`src/rtl/swdt_pkg.sv`:
```
package swdt_pkg;

  typedef enum logic [2:0] {
    PH_LISTEN,
    PH_REQ,
    PH_TRN1,
    PH_ACK,
    PH_RDATA,
    PH_TRNO,
    PH_TRNW,
    PH_WDATA
  } phase_t;

  localparam logic [2:0] ACK_OK    = 3'b001;
  localparam logic [2:0] ACK_FAULT = 3'b100;

  localparam int REQ_BITS = 8;

  typedef struct packed {
    logic       valid;
    logic       ap;
    logic       rnw;
    logic [1:0] addr;
  } req_t;

endpackage

```
`src/rtl/swdt_line_mon.sv`:
```
module swdt_line_mon #(
  parameter int RST_LEN  = 50,
  parameter int IDLE_LEN = 2
) (
  input  logic clk,
  input  logic rst,
  input  logic host,
  input  logic di,
  output logic hit,
  output logic idle,
  output logic in_reset
);
  localparam int OW = $clog2(RST_LEN + 2);
  localparam int ZW = $clog2(IDLE_LEN + 1);

  logic [OW-1:0] ones;
  logic [ZW-1:0] zc;
  logic          in_rst_q;

  assign hit      = host && di && (ones == OW'(RST_LEN));
  assign in_reset = in_rst_q;
  assign idle     = !in_rst_q;

  always_ff @(posedge clk) begin
    if (rst) begin
      ones     <= '0;
      zc       <= '0;
      in_rst_q <= 1'b1;
    end else begin
      if (!host || !di)
        ones <= '0;
      else if (ones != OW'(RST_LEN + 1))
        ones <= ones + 1'b1;

      if (hit) begin
        in_rst_q <= 1'b1;
        zc       <= '0;
      end else if (in_rst_q && host) begin
        if (di)
          zc <= '0;
        else if (zc == ZW'(IDLE_LEN - 1)) begin
          in_rst_q <= 1'b0;
          zc       <= '0;
        end else
          zc <= zc + 1'b1;
      end
    end
  end

  // leaving line reset is always caused by a low sample
  p_idle_from_low_r2: assert property (@(posedge clk) disable iff (rst)
    $rose(idle) |-> ($past(di) == 1'b0))
    else $error("idle entered without a low sample");

endmodule

```
`src/rtl/swdt_req_dec.sv`:
```
module swdt_req_dec
  import swdt_pkg::*;
(
  input  logic [REQ_BITS-1:0] bits,
  output req_t                rq
);
  always_comb begin
    rq.ap    = bits[1];
    rq.rnw   = bits[2];
    rq.addr  = bits[4:3];
    rq.valid = bits[0] && !bits[6] && bits[7] && ((^bits[4:1]) == bits[5]);
  end
endmodule

```
`src/rtl/swdt_regs.sv`:
```
module swdt_regs #(
  parameter int             DW       = 32,
  parameter logic [DW-1:0]  ID_VALUE = 32'h4C7E_0A31,
  parameter int             NSCR     = 2
) (
  input  logic          clk,
  input  logic          rst,
  input  logic          wr_en,
  input  logic [1:0]    wr_addr,
  input  logic [DW-1:0] wr_data,
  input  logic          perr,
  input  logic [1:0]    rd_addr,
  output logic [DW-1:0] rd_data
);
  logic [DW-1:0] scr [NSCR];
  logic          sticky;

  always_ff @(posedge clk) begin
    for (int i = 0; i < NSCR; i++) begin
      if (rst)
        scr[i] <= '0;
      else if (wr_en && wr_addr == 2'(i + 2))
        scr[i] <= wr_data;
    end
  end

  always_ff @(posedge clk) begin
    if (rst)
      sticky <= 1'b0;
    else if (perr)
      sticky <= 1'b1;
    else if (wr_en && wr_addr == 2'd0 && wr_data[0])
      sticky <= 1'b0;
  end

  always_comb begin
    case (rd_addr)
      2'd0:    rd_data = ID_VALUE;
      2'd1:    rd_data = {{(DW-1){1'b0}}, sticky};
      2'd2:    rd_data = scr[0];
      default: rd_data = scr[NSCR-1];
    endcase
  end

  // a parity-failed write never changes a general register
  p_perr_no_write_r9: assert property (@(posedge clk) disable iff (rst)
    perr |=> $stable(scr[0]) && $stable(scr[NSCR-1]))
    else $error("discarded write changed storage");

endmodule

```
`src/rtl/swd_target.sv`:
```
module swd_target
  import swdt_pkg::*;
#(
  parameter int            DW       = 32,
  parameter logic [DW-1:0] ID_VALUE = 32'h4C7E_0A31,
  parameter int            RST_LEN  = 50,
  parameter int            IDLE_LEN = 2
) (
  input  logic          clk,
  input  logic          rst,
  input  logic          swd_di,
  output logic          swd_do,
  output logic          swd_oe,
  output logic          bus_stb,
  output logic [1:0]    bus_addr,
  output logic [DW-1:0] bus_wdata
);
  localparam int DCNT = DW + 1;
  localparam int CW   = $clog2(DCNT + 1);

  phase_t                phase;
  logic [CW-1:0]         cnt;
  logic [REQ_BITS-2:0]   req_sr;
  logic [REQ_BITS-1:0]   req_full;
  req_t                  rq;
  logic                  id_ok;
  logic [2:0]            ack_q;
  logic                  rnw_q;
  logic [1:0]            addr_q;
  logic [DW:0]           dsr;
  logic                  host_phase, ln_hit, ln_idle, ln_reset;
  logic [DW-1:0]         rd_val;
  logic                  wr_go, wr_perr, acc_ok;

  assign req_full   = {swd_di, req_sr};
  assign host_phase = (phase == PH_LISTEN) || (phase == PH_REQ) || (phase == PH_WDATA);
  assign acc_ok     = !rq.ap && (id_ok || (rq.rnw && rq.addr == 2'd0));
  assign wr_go      = !ln_hit && phase == PH_WDATA && cnt == CW'(DW) &&
                      ((^dsr[DW-1:0]) == swd_di);
  assign wr_perr    = !ln_hit && phase == PH_WDATA && cnt == CW'(DW) &&
                      ((^dsr[DW-1:0]) != swd_di);

  swdt_line_mon #(.RST_LEN(RST_LEN), .IDLE_LEN(IDLE_LEN)) u_line (
    .clk(clk), .rst(rst), .host(host_phase), .di(swd_di),
    .hit(ln_hit), .idle(ln_idle), .in_reset(ln_reset)
  );

  swdt_req_dec u_dec (.bits(req_full), .rq(rq));

  swdt_regs #(.DW(DW), .ID_VALUE(ID_VALUE)) u_regs (
    .clk(clk), .rst(rst), .wr_en(wr_go), .wr_addr(addr_q),
    .wr_data(dsr[DW-1:0]), .perr(wr_perr), .rd_addr(rq.addr), .rd_data(rd_val)
  );

  always_ff @(posedge clk) begin
    if (rst) begin
      phase     <= PH_LISTEN;
      cnt       <= '0;
      req_sr    <= '0;
      id_ok     <= 1'b0;
      ack_q     <= '0;
      rnw_q     <= 1'b0;
      addr_q    <= '0;
      dsr       <= '0;
      swd_do    <= 1'b0;
      swd_oe    <= 1'b0;
      bus_stb   <= 1'b0;
      bus_addr  <= '0;
      bus_wdata <= '0;
    end else begin
      bus_stb <= wr_go;
      if (wr_go) begin
        bus_addr  <= addr_q;
        bus_wdata <= dsr[DW-1:0];
      end
      if (ln_hit) begin
        phase  <= PH_LISTEN;
        cnt    <= '0;
        id_ok  <= 1'b0;
        swd_oe <= 1'b0;
        swd_do <= 1'b0;
      end else begin
        case (phase)
          PH_LISTEN: if (ln_idle && swd_di) begin
            req_sr <= {1'b1, {(REQ_BITS-2){1'b0}}};
            phase  <= PH_REQ;
            cnt    <= '0;
          end
          PH_REQ: begin
            req_sr <= req_full[REQ_BITS-1:1];
            if (cnt == CW'(REQ_BITS - 2)) begin
              cnt <= '0;
              if (rq.valid) begin
                phase  <= PH_TRN1;
                rnw_q  <= rq.rnw;
                addr_q <= rq.addr;
                ack_q  <= acc_ok ? ACK_OK : ACK_FAULT;
                if (acc_ok && rq.rnw) dsr <= {^rd_val, rd_val};
                if (acc_ok && rq.rnw && rq.addr == 2'd0) id_ok <= 1'b1;
              end else
                phase <= PH_LISTEN;
            end else
              cnt <= cnt + 1'b1;
          end
          PH_TRN1: begin
            phase  <= PH_ACK;
            swd_do <= ack_q[0];
            swd_oe <= 1'b1;
            cnt    <= CW'(1);
          end
          PH_ACK: begin
            if (cnt < CW'(3)) begin
              swd_do <= ack_q[cnt[1:0]];
              cnt    <= cnt + 1'b1;
            end else if (ack_q == ACK_OK && rnw_q) begin
              phase  <= PH_RDATA;
              swd_do <= dsr[0];
              dsr    <= dsr >> 1;
              cnt    <= CW'(1);
            end else begin
              swd_oe <= 1'b0;
              swd_do <= 1'b0;
              cnt    <= '0;
              phase  <= (ack_q == ACK_OK) ? PH_TRNW : PH_TRNO;
            end
          end
          PH_RDATA: begin
            if (cnt < CW'(DCNT)) begin
              swd_do <= dsr[0];
              dsr    <= dsr >> 1;
              cnt    <= cnt + 1'b1;
            end else begin
              swd_oe <= 1'b0;
              swd_do <= 1'b0;
              phase  <= PH_TRNO;
            end
          end
          PH_TRNO: phase <= PH_LISTEN;
          PH_TRNW: begin
            phase <= PH_WDATA;
            cnt   <= '0;
          end
          PH_WDATA: begin
            if (cnt < CW'(DW)) begin
              dsr[DW-1:0] <= {swd_di, dsr[DW-1:1]};
              cnt         <= cnt + 1'b1;
            end else begin
              phase <= PH_LISTEN;
              cnt   <= '0;
            end
          end
          default: phase <= PH_LISTEN;
        endcase
      end
    end
  end

  // the target never drives while the line is in reset
  p_quiet_in_reset_r1: assert property (@(posedge clk) disable iff (rst)
    ln_reset |-> !swd_oe)
    else $error("driving during line reset");

  // driving always starts right after the first turnaround cycle
  p_drive_after_turn_r4: assert property (@(posedge clk) disable iff (rst)
    $rose(swd_oe) |-> ($past(phase) == PH_TRN1))
    else $error("drive began without turnaround");

  // turnaround cycles are undriven
  p_turn_undriven_r11: assert property (@(posedge clk) disable iff (rst)
    (phase == PH_TRN1 || phase == PH_TRNO || phase == PH_TRNW) |-> !swd_oe)
    else $error("driven in turnaround");

  // no write reaches the bus while locked
  p_locked_no_write_r5: assert property (@(posedge clk) disable iff (rst)
    bus_stb |-> id_ok)
    else $error("write strobe while locked");

  // strobe is a single-cycle pulse
  p_stb_pulse_r8: assert property (@(posedge clk) disable iff (rst)
    bus_stb |=> !bus_stb)
    else $error("strobe longer than one cycle");

endmodule

```
`config.mk`:
```
export PLATFORM = sky130hd
export DESIGN_NAME = swd_target
export DESIGN_NICKNAME = d
export VERILOG_FILES = /design/src/rtl/swdt_pkg.sv /design/src/rtl/swdt_line_mon.sv /design/src/rtl/swdt_req_dec.sv /design/src/rtl/swdt_regs.sv /design/src/rtl/swd_target.sv
export SDC_FILE = /design/constraint.sdc
export NUM_CORES = 1
export LEC_CHECK = 0
export ABC_AREA = 1
export CORE_AREA = 2 2 129 131
export CTS_BUF_LIST = sky130_fd_sc_hd__clkbuf_4 sky130_fd_sc_hd__clkbuf_8 sky130_fd_sc_hd__clkbuf_16
export CTS_CLUSTER_SIZE = 28
export DETAILED_ROUTE_END_ITERATION = 6
export DIE_AREA = 0 0 131 133
export DONT_BUFFER_PORTS = 1
export GPL_TIMING_DRIVEN = 0
export HOLD_SLACK_MARGIN = 0.03
export PLACE_DENSITY_LB_ADDON = 0.08
export SYNTH_ARGS = -nofsm -noshare
export SYNTH_HDL_FRONTEND = slang
export SYNTH_SLANG_ARGS = --single-unit
```
`constraint.sdc`:
```
create_clock -name clk -period 5.5 [get_ports clk]
set_input_delay 0.825 -clock clk [delete_from_list [all_inputs] [get_ports clk]]
set_output_delay 0.825 -clock clk [all_outputs]
set_load 0.02 [all_outputs]
```
[After elaboration in Yosys (flattened, before gate mapping)]
Memories as Yosys holds them, arrays and structs flattened.
Cells that the tools add are included.
Storage, ports and cells
  RAM bits: 64
  input bits: 3
  output and inout port bits: 37
  word-level logic and storage cells: 167
  memories kept: 1
  flip-flop bits (word level): 103
Memory list
  u_regs.scr: words 2, width 32, rd ports 2, clocked after Yosys merged registers in 0, wr ports 2, RTL line swdt_regs.sv:15  | logic [DW-1:0] scr [NSCR];
Operators by class
  reduce and logical (&&, ||, !) cells: 53
  $add $sub $neg: 3
  eq/ne operators: 31
  bitwise logic cells: 4
  muxes and demuxes: 53
  order comparisons: 4
Operators by type and width (count)
  $mux 33: 6
  $pmux 32 s4: 1
  $mux 32: 3
  $pmux 32 s3: 1
  $reduce_xor 32->1: 2
  $pmux 6 s7: 1
  $mux 6: 5
  $pmux 3 s8: 1
  $logic_and 1x1->1: 20
  $mux 1: 18
  $mux 3: 6
  $ne 2x2->1 const B: 7
  $pmux 7 s2: 1
  $add 6x1->6 const B: 2
  $eq 3x3->1 const B: 4
  $eq 6x6->1 const B: 2
  $lt 6x6->1 const B: 2
  $reduce_and 4->1: 3
  $mux 2: 5
  $pmux 1 s3: 3
  $reduce_and 3->1: 3
  $reduce_and 9->1: 1
  $ne 2x1->1 const B: 4
  $reduce_and 8->1: 1
  26 further kinds: 46

[Depth between registers and ports, before layout]
Gate-level depths: netlist of the first run.
  word-level depth: 14
  mapped depth: 21
  gate-level depth less buffers: 20

[By module]
Synthesis of the first run repeated with hierarchy kept, for this count alone.
Second synthesis, totals
  cell total of the unflattened synthesis: 1214
  area total of the unflattened synthesis: 8936.1 um2
Modules (own cells, without submodules)
  swd_target: sequential area each 1841.8 um2, times used 1, area an instance 5411.4 um2, cells each 831
  swdt_regs: sequential area each 1941.9 um2, times used 1, area an instance 2915.3 um2, cells each 290
  swdt_line_mon: sequential area each 180.2 um2, times used 1, area an instance 491.7 um2, cells each 73
  swdt_req_dec: sequential area each 0.0 um2, times used 1, area an instance 117.6 um2, cells each 20

[Worst setup path after synthesis of the first run]
OpenSTA, ideal clock, no wires.
  path kind: input-to-reg
  start: in swd_di
  end: mem u_regs.scr[0][0], enable pin
  arrival time: 3.933 ns
  path slack: 1.101 ns
  required time: 5.034 ns
  stages: 11
  buffers on the path: 0
  setup time: 0.466 ns
  cells stage by stage: inv_1 -> nand3_1 -> nand2_1 -> inv_1 -> nand2_1 -> nand3_1 -> nand2_2 -> nand2_4 -> clkinv_4 -> nand2_1 -> o21ai_0
RTL lines
  start: declaration: RTL line swd_target.sv:11  | input logic swd_di,
  end: declaration: RTL line swdt_regs.sv:15

==> results of run 1 <==
[layer usage]
layer  GRT usage  share of wire  vias up
met5           0              0        -
met4      0.0857          0.020        0
met3      0.0489          0.062       38
met2       0.455           0.47      241
met1       0.379           0.44     3571
li1            -              -     3933
[worst reg2reg max path: cells and delay by family, from the launching register on]
kind	cells	cell delay (ns)
compound gates	1	0.60
buf+inv	4	0.57
flops	1	0.50
simple gates	12	1.14
[state kept, by name (all words and copies together), names as in the netlist]
signal	count
dsr	33
u_line.in_reset	1
req_sr	7
addr_q	2
u_line.zc	2
swd_do	1
cnt	6
swd_oe	1
rnw_q	1
u_regs.sticky	1
bus_wdata	32
u_line.ones	6
bus_stb	1
ack_q	2
id_ok	1
bus_addr	2
phase	3
u_regs.scr	64
[stage by stage]
| stage | cells | worst slack [ns] | utilization |
|---|---|---|---|
| 6_report | 1464 | 2.37 | 0.592 |
| 5_1_grt | 1464 | 2.10 | 0.592 |
| 4_1_cts | 1464 | 2.40 | 0.592 |
| 3_5_place_dp | 1432 | 2.42 | 0.555 |
| 3_3_place_gp | 1430 | -0.747 | 0.550 |
| 2_1_floorplan | 1210 | 1.10 | - |
[final cells by class]
type	instances	area (µm²)	area share
multi-input cells	878	3970	0.415
inverters	125	474	0.0496
clock buffers	24	526	0.0549
clock inverters	8	66.3	0.00693
repair buffers	2	55.1	0.00575
flip-flops and latches	166	3960	0.414
plain buffers	41	241	0.0252
well taps	220	275	0.0288
[cells in the mapped netlist, drive strengths merged (2+ instances only)]
cell type,n
a211oi,3
a21boi,3
a21oi,116
a221oi,4
a31oi,5
buf,25
clkbuf,16
clkinv,3
dfxtp,102
edfxtp,64
ha,10
inv,122
nand2,458
nand2b,2
nand3,39
nand4,9
nor2,126
nor3,8
o21ai,71
or2,3
xnor2,10
xor2,3
[cells by family after synthesis]
logic type | after synthesis
flip-flops | 166
adder cells (fa/ha/maj) | 10
XOR/XNOR | 13
AND/OR/NAND/NOR | 647
buffers and inverters | 166
AO/OA/AOI/OAI | 208
[where the power goes]
group	total (mW)	internal, mW	leakage, nW	switching, mW
Sequential	1.46	1.36	1.43	0.101
Clock	1.20	0.711	0.304	0.485
Combinational	1.16	0.372	2.28	0.788
Total	3.81	2.44	4.01	1.37
[final timing paths]
kind | startpoint | endpoint | slack (ns) | depth (start not counted)
min reg2reg | u_line.zc[1]$_SDFFE_PP0P_ | u_line.zc[1]$_SDFFE_PP0P_ | 0.44 | 2
min | u_line.zc[1]$_SDFFE_PP0P_ | u_line.zc[1]$_SDFFE_PP0P_ | 0.44 | 2
max reg2reg | dsr[14]$_SDFFE_PP0P_ | u_regs.scr[0][14]$_SDFFCE_PN0P_ | 2.37 | 17
max | dsr[14]$_SDFFE_PP0P_ | u_regs.scr[0][14]$_SDFFCE_PN0P_ | 2.37 | 17
==> results.cfg, run 1 <==
[synth]
synth.net_count = 1223
ys_seq_area_frac = 0.460
syn_avg_cell_area_um2 = 7.13
yosys.area.top_type = dfxtp_1
synth.area.top_cells = dfxtp_1 (24%), edfxtp_1 (22%), nand2_1 (20%)
synth-xor-area-share = 0.0132
synth_compound_area_frac = 0.127
yosys.area_share.simple = 0.302
ys_ff_latch = 166
yosys_warnings = 0
synth-edff-count = 64
synthFlopType = dfxtp_1
synthDistinctLibCells = 45
muxShareOfSynthArea = 0
synth_top_area_share = 0.237
synthCells = 1210
synth_top_family_by_area = simple AND/OR/NAND/NOR gates
synthArstFlopShare = 0
synth_fa_ha_area_frac = 0.0145
synth_area_um2 = 8620

[final_layout]
n_antenna_cell = 0
nets = 1244
area_growth_pct = 11.0
layout_common_cells = nand2_1 (455), nor2_1 (123), a21oi_1 (115), inv_1 (114), dfxtp_1 (102)
final_common_cell = nand2_1
layout-drive-gt1-share = 0.0683
fin_area_um2 = 9570
nFillCells = 1534

[grt]
gr-usage-all-layers = 0.279
grt-ovfl-total = 0
grt_max_degree = 20
antenna_found_initial = 0
grt_pass1_vias = 7128
grt_pass1_wl_mm = 37.0

[floorplanning]
die_h_um = 133
ioPinCount = 40
die_w_um = 131
start_util = 0.533
die_area_um2 = 17400
core_um2 = 16200
rows = 47

[sta]
fin_crit_ns = 3.13
setup_viol = 0
rsz0062_at_grt = false
tightest_slew_ns = 0.691
fin_crit_sh = 0.569
holdWs_ns = 0.443
fmax_mhz = 319
drv_slew = 0
fin_setup_tns_ns = 0
slew_headroom = 0.538
final_hold_viol_count = 0
fin_skew_ns = 0.00752

[place]
place_area_um2 = 8980
place_congestion = 0.890
dpl.hpwl_mm = 16.8
io_buffer_count = 0

[setup_path]
critPathArrivalTime_ns = 3.27
slowest_delay_ns = 0.60
worstSetupEndpointType = register
cp_common_cell = nand2_1
crit_required_ns = 5.64
critPathMaxFanout = 17
path_delay_family = simple AND/OR/NAND/NOR gates
cp-start-kind = register
crit_chain = inv_1, nand2_1, nand2_1, nand2_1, nand2_1, nand2_1, nand3_1, nand2_1, inv_1, nand2_1, nand3_1, nand2_2, nand2_4, clkinv_4, nand2_1, o21ai_4, buf_16
cp_slowest_cell = o21ai_4
path_class = register to register
crit_buf_inv = 4

[worst_hold_path]
hold_class = register to register

[drt]
drtAntennaViolNets = 0
vias_per_cell = 5.32
detail_route.first_pass.iterations = 5
num_vias = 7783
wire_per_inst_um = 16.0
post-route-drc-count = 0
wirelength_mm = 23.4
drt_iter0_markers = 758

[cts]
clkSinkCount = 166
clock_latency_ns = 0.44
clkTransAtPathRegs_ns = 0.06
cts_buffer_depth = 2
cts_tree = yes
root_buffer = clkbuf_16
holdBufCountCts = 0
htreeDepth = 4
post_cts_resized = 0
numCtsBuffers = 17
cts_setup_buffers = 0

[power]
p_per_area_nw_per_um2 = 399
totalPowerFinal_mw = 3.81
ir_worst_vdd_mv = 0.278
power_leakage_nw = 4.01

[run]
max_cap_viol_count = 0

[run_status]
outcome = complete, no violations
(Power assumes the default switching activity.)
==> run 2: changes to the inputs <==
==> constraint.sdc (replaced) <==
create_clock -name clk -period 3.2 [get_ports clk]
set_input_delay 0.48 -clock clk [delete_from_list [all_inputs] [get_ports clk]]
set_output_delay 0.48 -clock clk [all_outputs]
set_load 0.02 [all_outputs]
==> run 2 against run 1 <==
Effect of this change: largest cell class unchanged; combinational power is 72% higher; worst setup slack worse by 2.0 ns; utilization is 0.22 points higher; register-to-register slack worse by 2.0 ns; critical endpoint is now u_regs.scr[0][16]$_SDFFCE_PN0P_; first-iteration DRC count is 25% lower; sequential share of layout area is 0.16 points lower; maximum frequency is 9.6% higher; cell count is 0.20% higher; global-route usage is 0.38 points lower; routed wire length is 1.2% lower; critical path type unchanged.
==> results.cfg, run 2 (synthesized netlist as in run 1, its figures left out) <==
[place]
io_buffer_count = 0
place_congestion = 0.886
dpl.hpwl_mm = 16.8

[drt]
wl_met3_mm = 1.49
drt_iter0_markers = 566
num_vias = 7732
top_layer = met4
wl_met1_mm = 10.2
post-route-drc-count = 0
drtAntennaViolNets = 0
wirelength_mm = 23.1
vias_per_cell = 5.27
detail_route.first_pass.iterations = 5
wire_per_inst_um = 15.8
route.met2.wl_mm = 10.6

[final_layout]
final_common_cell = nand2_1
nets = 1247
layout_common_cells = nand2_1 (455), nor2_1 (123), a21oi_1 (115), inv_1 (114), dfxtp_1 (102)
nFillCells = 1520
top_register = u_regs.scr
layout-drive-gt1-share = 0.0706
area_growth_pct = 11.4
n_antenna_cell = 0
largest_reg_flops = 64
reg.largest.list = u_regs.scr (64), dsr (33), bus_wdata (32)

[power]
totalPowerFinal_mw = 6.51
ir_worst_vdd_mv = 0.395
p_per_area_nw_per_um2 = 678
pwr-share-clk = 0.309
p_int_mw = 4.16
power_leakage_nw = 4.03
p_seq_frac = 0.384
power_switching_mw = 2.36
comb_power_share = 0.307
p_sw_frac = 0.362

[floorplanning]
start_util = 0.533
die_area_um2 = 17400
die_w_um = 131
rows = 47
ioPinCount = 40
core_um2 = 16200
die_h_um = 133

[cts]
numCtsBuffers = 17
cts_buffer_depth = 2
htreeDepth = 4
clock_latency_ns = 0.43
clkSinkCount = 166
cts_tree = yes
root_buffer = clkbuf_16
holdBufCountCts = 0
cts_setup_buffers = 0
post_cts_resized = 0
clkTransAtPathRegs_ns = 0.06

[setup_path]
worstSetupEndpointType = register
critPathMaxFanout = 18
path_class = register to register
r2r-start = dsr[19]$_SDFFE_PP0P_
crit_start = dsr[19]$_SDFFE_PP0P_
cp-start-kind = register
crit_required_ns = 3.33
critPathArrivalTime_ns = 2.99

[grt]
grt_pass1_wl_mm = 36.3
gr-usage-all-layers = 0.276
grt_max_degree = 20
grt-ovfl-total = 0
grt_pass1_vias = 7089
antenna_found_initial = 0

[sta]
fmax_mhz = 350
tightest_slew_ns = 0.707
setup_viol = 0
fin_skew_ns = 0.00947
rsz0062_at_grt = false
slew_headroom = 0.529
fin_crit_sh = 0.893
drv_slew = 0
fin_setup_tns_ns = 0
final_hold_viol_count = 0
fin_crit_ns = 2.86

[worst_hold_path]
hp-start = swd_di
hold_class = input pin to register

[run_status]
outcome = complete, no violations

[run]
max_cap_viol_count = 0
-- run 2: per-layer routing --
metal  global-route usage  vias up
met5                    0        -
met4                0.118        0
met3               0.0619       44
met2                0.432      236
met1                0.366     3530
li1                     -     3922
-- run 2: per-stage QoR --
step	hold slack [ns]	area, µm²	std cells	worst slack (ns)	utilization
2_1_floorplan	0.418	8620	1210	-0.156	-
3_3_place_gp	0.430	8900	1430	-1.72	0.550
3_5_place_dp	0.432	8980	1432	0.111	0.555
4_1_cts	0.171	9560	1464	0.0789	0.591
5_1_grt	0.205	9600	1467	0.0972	0.594
6_report	0.181	9600	1467	0.343	0.594
-- run 2: power groups by stage --
stage / sequential [mW] / combinational (mW) / clock (mW)
2_1_floorplan: 2.48 / 1.53 / 0
3_3_place_gp: 2.55 / 1.91 / 0
3_5_place_dp: 2.54 / 1.96 / 0
4_1_cts: 2.50 / 1.97 / 2.02
5_1_grt: 2.52 / 2.30 / 2.10
6_report: 2.50 / 2.00 / 2.01
-- run 2: path summary, 6_finish.rpt --
check,to,cells past startpoint,slack [ns]
setup / recovery,u_regs.scr[0][16]$_SDFFCE_PN0P_,17,0.34
hold / removal,u_line.in_reset$_SDFFE_PP1P_,2,0.18
setup reg to reg,u_regs.scr[0][16]$_SDFFCE_PN0P_,17,0.34
hold reg to reg,u_line.zc[1]$_SDFFE_PP0P_,2,0.44
-- run 2: final cells by class --
type | count | area [µm²] | share of cell area
multi-input cells | 878 | 3970 | 0.413
flip-flops and latches | 166 | 3960 | 0.413
clock buffers | 26 | 547 | 0.0569
inverters | 125 | 474 | 0.0494
well taps | 220 | 275 | 0.0287
plain buffers | 41 | 241 | 0.0251
repair buffers | 5 | 103 | 0.0107
clock inverters | 6 | 33.8 | 0.00352
-- run 2: worst max-delay path, cell delays in order, from the launching register on --
cell and delay [ns]:
dfxtp_1 0.50, inv_1 0.20, nand2_1 0.09, nand2_1 0.07, nand2_1 0.07, nand2_1 0.07
nand2_1 0.06, nand2_1 0.06, nand2_1 0.07, nand2_1 0.06, nand2_1 0.12, nand3_1 0.12
nand2_2 0.11, nand2_4 0.10, clkinv_4 0.13, nand2_1 0.17, o21ai_4 0.33, buf_16 0.21
==> run 3: changes to the inputs <==
==> constraint.sdc (replaced) <==
create_clock -name clk -period 2.65 [get_ports clk]
set_input_delay 0.3975 -clock clk [delete_from_list [all_inputs] [get_ports clk]]
set_output_delay 0.3975 -clock clk [all_outputs]
set_load 0.02 [all_outputs]
==> run 3 against run 2 <==
Effect of this change: hold slack got worse by 0.092 ns; sequential cell count unchanged; routed wire length increased by 2.8%; global-route usage increased by 0.87 points; non-clock buffer count increased by 9; highest routed layer unchanged; sequential share of layout area decreased by 0.57 points; clock-buffer cell count decreased by 2.
==> results.cfg, run 3 (synthesized netlist as in run 1, its figures left out) <==
[run_status]
outcome = complete, no violations

[floorplanning]
start_util = 0.533
die_area_um2 = 17400
ioPinCount = 40
die_h_um = 133
rows = 47
die_w_um = 131
core_um2 = 16200

[grt]
antenna_found_initial = 0
grt-ovfl-total = 0
grt_max_degree = 18
gr-usage-all-layers = 0.284
grt_pass1_wl_mm = 37.6
grt_pass1_vias = 7245

[final_layout]
n_antenna_cell = 0
fin_area_um2 = 9870
top_register = u_regs.scr
nets = 1256
finalNonFillerCells = 1476
layout-drive-gt1-share = 0.121
area_growth_pct = 14.5
reg.largest.list = u_regs.scr (64), dsr (33), bus_wdata (32)
largest_reg_flops = 64
nFillCells = 1536
final_common_cell = nand2_1
layout_common_cells = nand2_1 (450), nor2_1 (121), a21oi_1 (115), inv_1 (100), dfxtp_1 (77)

[setup_path]
crit_required_ns = 2.80
slowest_delay_ns = 0.38
critPathArrivalTime_ns = 2.66
r2r-start = dsr[9]$_SDFFE_PP0P_
path_delay_family = simple AND/OR/NAND/NOR gates
crit_chain = inv_1, nand2_1, nand2_1, nand2_1, nand2_1, nand2_2, nand3_1, nand2_1, inv_1, nand2_1, nand3_1, nand2_2, nand2_8, inv_8, nand2_2, o21ai_4, clkbuf_16
critPathMaxFanout = 8
cp_slowest_cell = dfxtp_4
cp-start-kind = register
cp_common_cell = nand2_1
worstSetupEndpointType = register
path_class = register to register
crit_start = dsr[9]$_SDFFE_PP0P_
crit_buf_inv = 4

[cts]
cts_buffer_depth = 2
clkTransAtPathRegs_ns = 0.06
root_buffer = clkbuf_16
htreeDepth = 4
cts_tree = yes
clkSinkCount = 166
numCtsBuffers = 17
clock_latency_ns = 0.44

[sta]
holdWs_ns = 0.0882
final_hold_viol_count = 0
fin_crit_ns = 2.51
rsz0062_at_grt = true
fmax_mhz = 398
drv_slew = 0
fin_skew_ns = 0.00670
setup_viol = 0
fin_crit_sh = 0.949
slew_headroom = 0.536
tightest_slew_ns = 0.696

[run]
max_cap_viol_count = 0

[power]
power_switching_mw = 3.01
pwr-share-clk = 0.309
comb_power_share = 0.319
p_int_mw = 5.20
p_sw_frac = 0.367
p_per_area_nw_per_um2 = 832
p_seq_frac = 0.372
power_leakage_nw = 4.11
ir_worst_vdd_mv = 0.550

[drt]
drt_iter0_markers = 653
detail_route.first_pass.iterations = 5
wirelength_mm = 23.8
vias_per_cell = 5.29
drtAntennaViolNets = 0
post-route-drc-count = 0
num_vias = 7815
wire_per_inst_um = 16.1

[place]
dpl.hpwl_mm = 16.8
io_buffer_count = 0
place_area_um2 = 8980
place_congestion = 0.899
dp.cells = 1432

[worst_hold_path]
hold_class = input pin to register
hp-start = swd_di
-- run 3: cell types whose count changed in the layout (fill, tap and decap cells not counted), moves of 5 or more --
cell     change
inv_1       -14
buf_4        +8
o21ai_0      -7
o21ai_2      +5
nand2_1      -5
nand2_2      +5
dfxtp_2     +16
dfxtp_4      +9
inv_2       +13
dfxtp_1     -25
buf_2        -5
-- run 3: per-layer routing --
metal  track usage  routed length [µm]  vias to the layer above
li1              -                   -                     3963
met1         0.388               10500                     3605
met2         0.459               11400                      206
met3        0.0510                1430                       41
met4        0.0887                 428                        0
met5             0                   0                        -
-- run 3: layout make-up --
class	count	area [µm²]	area share
Multi-Input combinational cell	878	4060	0.411
Sequential cell	166	4020	0.407
Clock buffer	24	554	0.0561
Inverter	125	479	0.0485
Tap cell	220	275	0.0279
Buffer	41	263	0.0266
Timing Repair Buffer	14	171	0.0174
Clock inverter	8	53.8	0.00545
-- run 3: power groups by stage --
stage	Clock, mW	Combinational (mW)	Sequential, mW
6_report	2.53	2.62	3.06
5_1_grt	2.65	2.99	3.08
4_1_cts	2.55	2.43	3.03
3_5_place_dp	0	2.37	3.07
3_3_place_gp	0	2.32	3.07
2_1_floorplan	0	1.85	2.99
-- run 3: worst paths after layout --
check                                   end  slack, ns  cells past startpoint
min            u_line.in_reset$_SDFFE_PP1P_       0.09                      2
max reg2reg  u_regs.scr[0][3]$_SDFFCE_PN0P_       0.14                     17
max          u_regs.scr[0][3]$_SDFFCE_PN0P_       0.14                     17
min reg2reg       u_line.zc[1]$_SDFFE_PP0P_       0.45                      2
-- run 3: timing repair --
item,in CTS,in global routing
endpoints found under the hold margin,0,0
resized for setup,26,62
hold buffers,0,0
buffers inserted,4,7
cloned,0,1
setup endpoints to repair,75,88
pin swaps,3,5
-- run 3: per-stage QoR --
stage	power [mW]	setup slack (ns)	utilization	TNS [ns]
4_1_cts	8.01	0.0254	0.598	0
6_report	8.21	0.136	0.610	0
3_3_place_gp	5.39	-1.16	0.551	-73.16
3_5_place_dp	5.44	-0.449	0.555	-23.43
5_1_grt	8.71	-0.0263	0.610	-0.260
2_1_floorplan	4.84	-0.117	-	-7.47
